<file path="src/rtl/booth_pkg.sv">
package booth_pkg;
    // Multiple selected by one recoding window
    typedef struct packed {
        logic zero;   // multiple is 0
        logic two;    // magnitude is 2X (else X)
        logic neg;    // subtract the multiple
    } booth_sel_t;
endpackage

</file>
<file path="src/rtl/booth_recode.sv">
module booth_recode
    import booth_pkg::*;
(
    input  logic [2:0]  grp,
    output booth_sel_t  sel
);
    always_comb begin
        sel.zero = (grp == 3'b000) || (grp == 3'b111);
        sel.two  = (grp == 3'b011) || (grp == 3'b100);
        sel.neg  = grp[2] && !(grp[1] && grp[0]);
    end
endmodule

</file>
<file path="src/rtl/booth_multiple.sv">
module booth_multiple
    import booth_pkg::*;
#(
    parameter int W = 10
) (
    input  logic [W-1:0] x,
    input  booth_sel_t   sel,
    output logic [W-1:0] mult
);
    always_comb begin
        if (sel.zero)
            mult = '0;
        else if (sel.two)
            mult = {x[W-2:0], 1'b0};
        else
            mult = x;
    end
endmodule

</file>
<file path="src/rtl/booth_addsub.sv">
module booth_addsub #(
    parameter int W = 10
) (
    input  logic [W-1:0] a,
    input  logic [W-1:0] b,
    input  logic         sub,
    output logic [W-1:0] sum
);
    logic [W-1:0] b_x;
    always_comb begin
        b_x = b ^ {W{sub}};
        sum = a + b_x + W'(sub);
    end
endmodule

</file>
<file path="src/rtl/booth_mul.sv">
module booth_mul
    import booth_pkg::*;
#(
    parameter int N = 8
) (
    input  logic             clk,
    input  logic             rst_n,
    input  logic             start,
    input  logic [N-1:0]     mcand,
    input  logic [N-1:0]     mplier,
    output logic             busy,
    output logic             done,
    output logic [2*N-1:0]   product
);
    localparam int NE = N + (N % 2);       // even multiplier width
    localparam int S  = NE / 2;            // step count
    localparam int W  = NE + 2;            // accumulator width
    localparam int CW = $clog2(S + 1);

    typedef struct packed {
        logic            busy;
        logic            done;
        logic [CW-1:0]   cnt;
        logic [W-1:0]    acc;
        logic [NE-1:0]   mq;
        logic            qm1;
        logic [W-1:0]    x;
        logic [2*N-1:0]  prod;
    } state_t;

    state_t s_d, s_q;

    booth_sel_t      sel;
    logic [W-1:0]    mult;
    logic [W-1:0]    sum;
    logic [W-1:0]    acc_sh;
    logic [NE-1:0]   mq_sh;
    logic [W+NE-1:0] full;

    booth_recode u_rec (
        .grp ({s_q.mq[1:0], s_q.qm1}),
        .sel (sel)
    );

    booth_multiple #(.W(W)) u_mult (
        .x    (s_q.x),
        .sel  (sel),
        .mult (mult)
    );

    booth_addsub #(.W(W)) u_add (
        .a   (s_q.acc),
        .b   (mult),
        .sub (sel.neg && !sel.zero),
        .sum (sum)
    );

    always_comb begin
        acc_sh = {{2{sum[W-1]}}, sum[W-1:2]};
        mq_sh  = {sum[1:0], s_q.mq[NE-1:2]};
        full   = {acc_sh, mq_sh};

        s_d      = s_q;
        s_d.done = 1'b0;
        if (!s_q.busy) begin
            if (start) begin
                s_d.busy = 1'b1;
                s_d.cnt  = CW'(S);
                s_d.acc  = '0;
                s_d.mq   = NE'($signed(mplier));
                s_d.qm1  = 1'b0;
                s_d.x    = W'($signed(mcand));
            end
        end else begin
            s_d.acc = acc_sh;
            s_d.mq  = mq_sh;
            s_d.qm1 = s_q.mq[1];
            s_d.cnt = s_q.cnt - CW'(1);
            if (s_q.cnt == CW'(1)) begin
                s_d.busy = 1'b0;
                s_d.done = 1'b1;
                s_d.prod = full[2*N-1:0];
            end
        end
    end

    always_ff @(posedge clk) begin
        if (!rst_n)
            s_q <= '0;
        else
            s_q <= s_d;
    end

    assign busy    = s_q.busy;
    assign done    = s_q.done;
    assign product = s_q.prod;
endmodule

</file>
<file path="config.mk">
export PLATFORM = sky130hd
export DESIGN_NAME = booth_mul
export DESIGN_NICKNAME = d
export VERILOG_FILES = /design/src/rtl/booth_pkg.sv /design/src/rtl/booth_recode.sv /design/src/rtl/booth_multiple.sv /design/src/rtl/booth_addsub.sv /design/src/rtl/booth_mul.sv
export SDC_FILE = /design/constraint.sdc
export NUM_CORES = 1
export LEC_CHECK = 0
export BUFFER_PORTS_ARGS = -buffer_cell sky130_fd_sc_hd__buf_2
export CAP_MARGIN = 25
export CORE_ASPECT_RATIO = 0.7
export CORE_UTILIZATION = 51
export DETAILED_ROUTE_END_ITERATION = 6
export PLACE_DENSITY = 0.74
export SLEW_MARGIN = 40
export SYNTH_ARGS = -nofsm -noshare
export SYNTH_HDL_FRONTEND = slang
export SYNTH_HIERARCHICAL = 1
export SYNTH_SLANG_ARGS = --single-unit
</file>
<file path="constraint.sdc">
create_clock -name clk -period 2.68 [get_ports clk]
set_input_delay 0.536 -clock clk [delete_from_list [all_inputs] [get_ports clk]]
set_output_delay 0.536 -clock clk [all_outputs]
set_load 0.02 [all_outputs]
</file>
# Word-level counts from Yosys, hierarchy flattened
# Cells that the tools add are included.
dict set report word_totals {
  input_bits 19
  elab_cells 36
  ff_bits 48
}
dict set report op_classes {
  add_sub_neg 3
  n_eq_ne 4
  n_reduce_logical 12
  mux 7
  bitwise 2
}
# op count
set ops {}
lappend ops {{32-bit 2-to-1 mux} 1}
lappend ops {{22-bit 2-to-1 mux} 1}
lappend ops {{10-bit by 1-bit adder with 10-bit output} 1}
lappend ops {{10-bit adder} 1}
lappend ops {{10-bit 2-to-1 mux} 1}
lappend ops {{10-bit bitwise XOR} 1}
lappend ops {{8-bit 2-to-1 mux} 1}
lappend ops {{3-bit equality test (second input constant)} 2}
lappend ops {{2-bit AND reduction} 3}
lappend ops {{3-bit by 1-bit equality test with 1-bit output (second input constant)} 1}
lappend ops {{3-bit by 2-bit equality test with 1-bit output (second input constant)} 1}
lappend ops {{1-bit logical AND} 3}
lappend ops {{3-bit zero test} 1}
lappend ops {{3-bit by 1-bit subtractor with 3-bit output (second input constant)} 1}
lappend ops {{1-bit zero test} 2}
lappend ops {{1-bit logical OR} 2}
lappend ops {{1-bit 2-to-1 mux} 2}
lappend ops {{2-bit 2-to-1 mux} 1}
lappend ops {{2-bit nonzero test} 1}
lappend ops {{1-bit inverter} 1}

# Depth between registers and ports, before layout
dict set report depth {
  ltp_word 8
  mapped_depth 14
  mapped_depth_nobuf 13
}

# Modules after synthesis
# Netlist, hierarchy kept.
# mod cells_per_inst area_per_inst_um2 n_inst
set by_module_without_submodules {}
lappend by_module_without_submodules {booth_mul 214 1923.1 1}
lappend by_module_without_submodules {booth_addsub 57 459.2 1}
lappend by_module_without_submodules {booth_multiple 21 147.6 1}
lappend by_module_without_submodules {booth_recode 7 37.5 1}

# Worst setup path after synthesis
# No wires, ideal clock.
dict set report synth_timing {
  kind {flip-flop to flip-flop}
  startpoint {register s_q[28] in the netlist's numbering}
  endpoint {register s_q, in the netlist product[14]}
  setup_slack_ns -0.033
  required_ns 2.606
  arrival_time_ns 2.638
  n_path_buf 1
  path_stages_with_launch 14
  path_cell_list {dfxtp_1 > or3_1 > nand2_1 > buf_2 > nor3b_1 > mux2i_1 > inv_1 > fa_1 > a21oi_1 > o21ai_1 > o41ai_2 > xnor2_1 > nand2_1 > o21ai_0}
}
# item line
set synth_lines {}
lappend synth_lines {{start, declared} booth_mul.sv:31} ;# state_t s_d, s_q;
lappend synth_lines {{start signal, assigned} booth_mul.sv:89} ;# s_q <= '0;
lappend synth_lines {{start signal, assigned} booth_mul.sv:91} ;# s_q <= s_d;

==> results_dict.tcl <==
set metrics [dict create \
    run_status "finished with violations" \
    violations "setup timing" \
    synth_cell_types 33 \
    clkSinkCount 46 \
    grt_usage 0.207 \
    multi_input_area_um2 1460 \
    clkPwrFrac 0.290 \
    drive_gt1_frac 0.278 \
    synth_fa_ha_area_frac 0.0565 \
    ys_seq_area_frac 0.359 \
    io_pins 37 \
    whs_ns 0.464 \
    p_switching_mw 0.438 \
    syn_area_um2 2570 \
    power_leakage_nw 1.36 \
    cts.path.max_buffers 2 \
    ant_nets 0 \
    place_congestion 0.912 \
    finalNetCount 360 \
    worst_path_max_delay_cell "or3_1" \
    num_vias 2041 \
    grt_max_degree 41 \
    wire_per_inst_um 12.6 \
    drv_cap 0 \
    fillCellCount 433 \
    die_h_um 61.4 \
    grt_pass1_vias 1820 \
    final.setup.tns_ns -0.0887 \
    crit_buf_inv 2 \
    swShare 0.289 \
    r2r_slack_ns -0.04 \
    ys_ff_latch 46 \
    max-vdd-ir-drop_uv 323 \
    synth_compound_area_frac 0.122 \
    slew_headroom 0.514 \
    max_stage_delay_ns 0.39 \
    crit_required_ns 2.91 \
    drc 0 \
    start_util 0.534 \
    viasPerCell 5.10 \
    cp_max_fo 6 \
    p_comb_frac 0.218 \
    crit_path_start_kind "register" \
    dp.cells 386 \
    syn_inst 299 \
    fin_crit_sh 1.01 \
    syn2layout_area_growth_pct 15.4 \
    routed_wl_mm 5.03 \
    setup_viol 4 \
    maxSlewViolCount 0 \
    cts_buffers 5 \
    ctsHoldBuffers 0 \
    seq_power_share 0.493 \
    hp-class "reg -> reg" \
    hold_viol 0 \
    ff_latch_area_um2 930 \
    synth_xor_area_frac 0.0648 \
    path_cells "or3_1, nand2_2, buf_4, nor2b_4, xor2_1, ha_1, a21o_1, or3_1, o21ai_2, buf_4, xnor2_2, nand2_1, o21ai_1" \
    clk_latency_ns 0.30 \
    die_area_um2 5330 \
    rsz0062_at_grt "true" \
    synth-simple-area-share 0.183 \
    setup_slack_ns -0.0361 \
    synth_mux_area_frac 0.110 \
    grt.overflow.total 0 \
    cts_tree "yes" \
    dieWidth_um 86.8 \
    end_kind "register" \
    first_pass_iters 4 \
    p_int_mw 1.08 \
    diodes 0 \
    worst_pin_slew_ns 0.729 \
    power_per_cell_area_nw_per_um2 512 \
    antenna_found_initial 0 \
    finClkSkew_ns 0.00804 \
    avgSynthCellArea_um2 8.59 \
    synth_top_family_by_area "simple AND/OR/NAND/NOR gates" \
    dp_hpwl_mm 3.58 \
    period_needed_ns 2.72 \
    path_class "reg -> reg" \
    portBuffers 36 \
    fp-row-count 21 \
    grt_first_pass_wirelength_mm 8.38 \
    first_iter_violations 128 \
    ys_warn_count 6 \
    final_cells 400 \
    core-area_um2 4810 \
    cp_data_arrival_time_ns 2.94 \
    max_freq_mhz 368 \
    htreeDepth 2 \
    synth_nets 329 \
    root_buffer "clkbuf_8" \
    clk_pin_slew_ns 0.08 \
    path_delay_family "simple AND/OR/NAND/NOR gates" \
]
## layout make-up
cell class	instances	area share
Multi-Input combinational cell	211	0.493
Sequential cell	46	0.314
Timing Repair Buffer	60	0.124
Tap cell	69	0.0291
Clock buffer	6	0.0279
Inverter	6	0.00760
Clock inverter	2	0.00422
## per-layer routing
metal | global-route usage | wire, um
met5 | 0 | 0
met4 | 0.0810 | 96
met3 | 0.0469 | 226
met2 | 0.330 | 2210
met1 | 0.278 | 2500
## cells by family (layout without fill, tap and decap cells)
| group | after synthesis | in the layout |
|---|---|---|
| adders and majority gates | 11 | 11 |
| AOI/OAI and AO/OA | 56 | 56 |
| xor gates and xnor gates | 19 | 19 |
| buffers and inverters | 42 | 74 |
| muxes | 28 | 28 |
| DFF | 46 | 46 |
| and+or+nand+nor | 97 | 97 |
## metrics by stage
| stage | instance area (um^2) | power (mW) | utilization | worst slack [ns] |
|---|---|---|---|---|
| floorplan | 2570 | 0.980 | - | 0.0650 |
| global route | 2960 | 1.60 | 0.616 | -0.154 |
| global placement | 2730 | 1.05 | 0.567 | -0.0558 |
| detailed placement | 2730 | 1.05 | 0.567 | -0.192 |
| finish | 2960 | 1.52 | 0.616 | -0.0361 |
| CTS | 2900 | 1.51 | 0.602 | -0.00810 |
## state kept, by name, indices dropped and copies added, names as in the netlist
name and cells:
full 6, done 1, product 16, busy 1
s_q 22
## timing repair
action                                  in CTS  in global routing
cloned                                       0                  0
gates resized for setup                     12                 13
endpoints found under the setup margin      11                 12
setup buffers                                4                  2
pin swaps                                    2                  6
## cell usage after synthesis
cell type | instances | area share
a21o_1 | 1 | 0.0029
a21oi_1 | 22 | 0.043
a311oi_1 | 1 | 0.0034
and2_1 | 1 | 0.0024
buf_1 | 1 | 0.0015
buf_2 | 8 | 0.016
buf_4 | 19 | 0.056
buf_6 | 4 | 0.018
clkbuf_1 | 4 | 0.0058
dfxtp_1 | 46 | 0.36
fa_1 | 1 | 0.0078
ha_1 | 10 | 0.049
inv_1 | 6 | 0.0088
mux2_1 | 1 | 0.0044
mux2i_1 | 27 | 0.11
nand2_1 | 22 | 0.032
nand2b_1 | 3 | 0.0073
nand3_1 | 18 | 0.035
nand3b_4 | 1 | 0.0078
nand4_1 | 1 | 0.0024
nor2_1 | 34 | 0.050
nor2b_1 | 2 | 0.0049
nor3_1 | 1 | 0.0019
nor3b_1 | 11 | 0.032
o21ai_0 | 25 | 0.049
o21ai_1 | 2 | 0.0039
o21ai_2 | 2 | 0.0068
o22ai_1 | 1 | 0.0024
o22ai_2 | 1 | 0.0049
o41ai_2 | 1 | 0.0063
or3_1 | 3 | 0.0073
xnor2_1 | 7 | 0.024
xor2_1 | 12 | 0.041
## power by group through the flow
stage                     clock [mW]  sequential [mW]  combinational, mW
after detailed placement           0            0.761              0.292
after floorplan                    0            0.752              0.227
final                          0.439            0.747              0.330
after global routing           0.483            0.751              0.365
after CTS                      0.451            0.747              0.312
after global placement             0            0.760              0.286
## placed cells by master, fill, tap and decap left out, types with 9 or more instances in the layout
cell	count
nand3_1	18
nor3b_1	10
a21oi_1	19
o21ai_0	24
dfxtp_1	43
mux2i_1	26
ha_1	9
buf_2	36
buf_4	22
xor2_1	11
nand2_1	21
nor2_1	33
## final timing paths
kind | start | endpoint | cells past startpoint
hold / removal | product[13] | product[13] | 2
setup / recovery | s_q[27] | product[13] | 13
setup reg to reg | s_q[27] | product[13] | 13
hold reg to reg | product[13] | product[13] | 2
## tightest hold or removal path, cell delays in order (launching register included)
cell and delay (ns):
dfxtp_1 0.31, nand3_1 0.06, o21ai_1 0.05
Note: power is estimated with default switching activity, not from simulation.
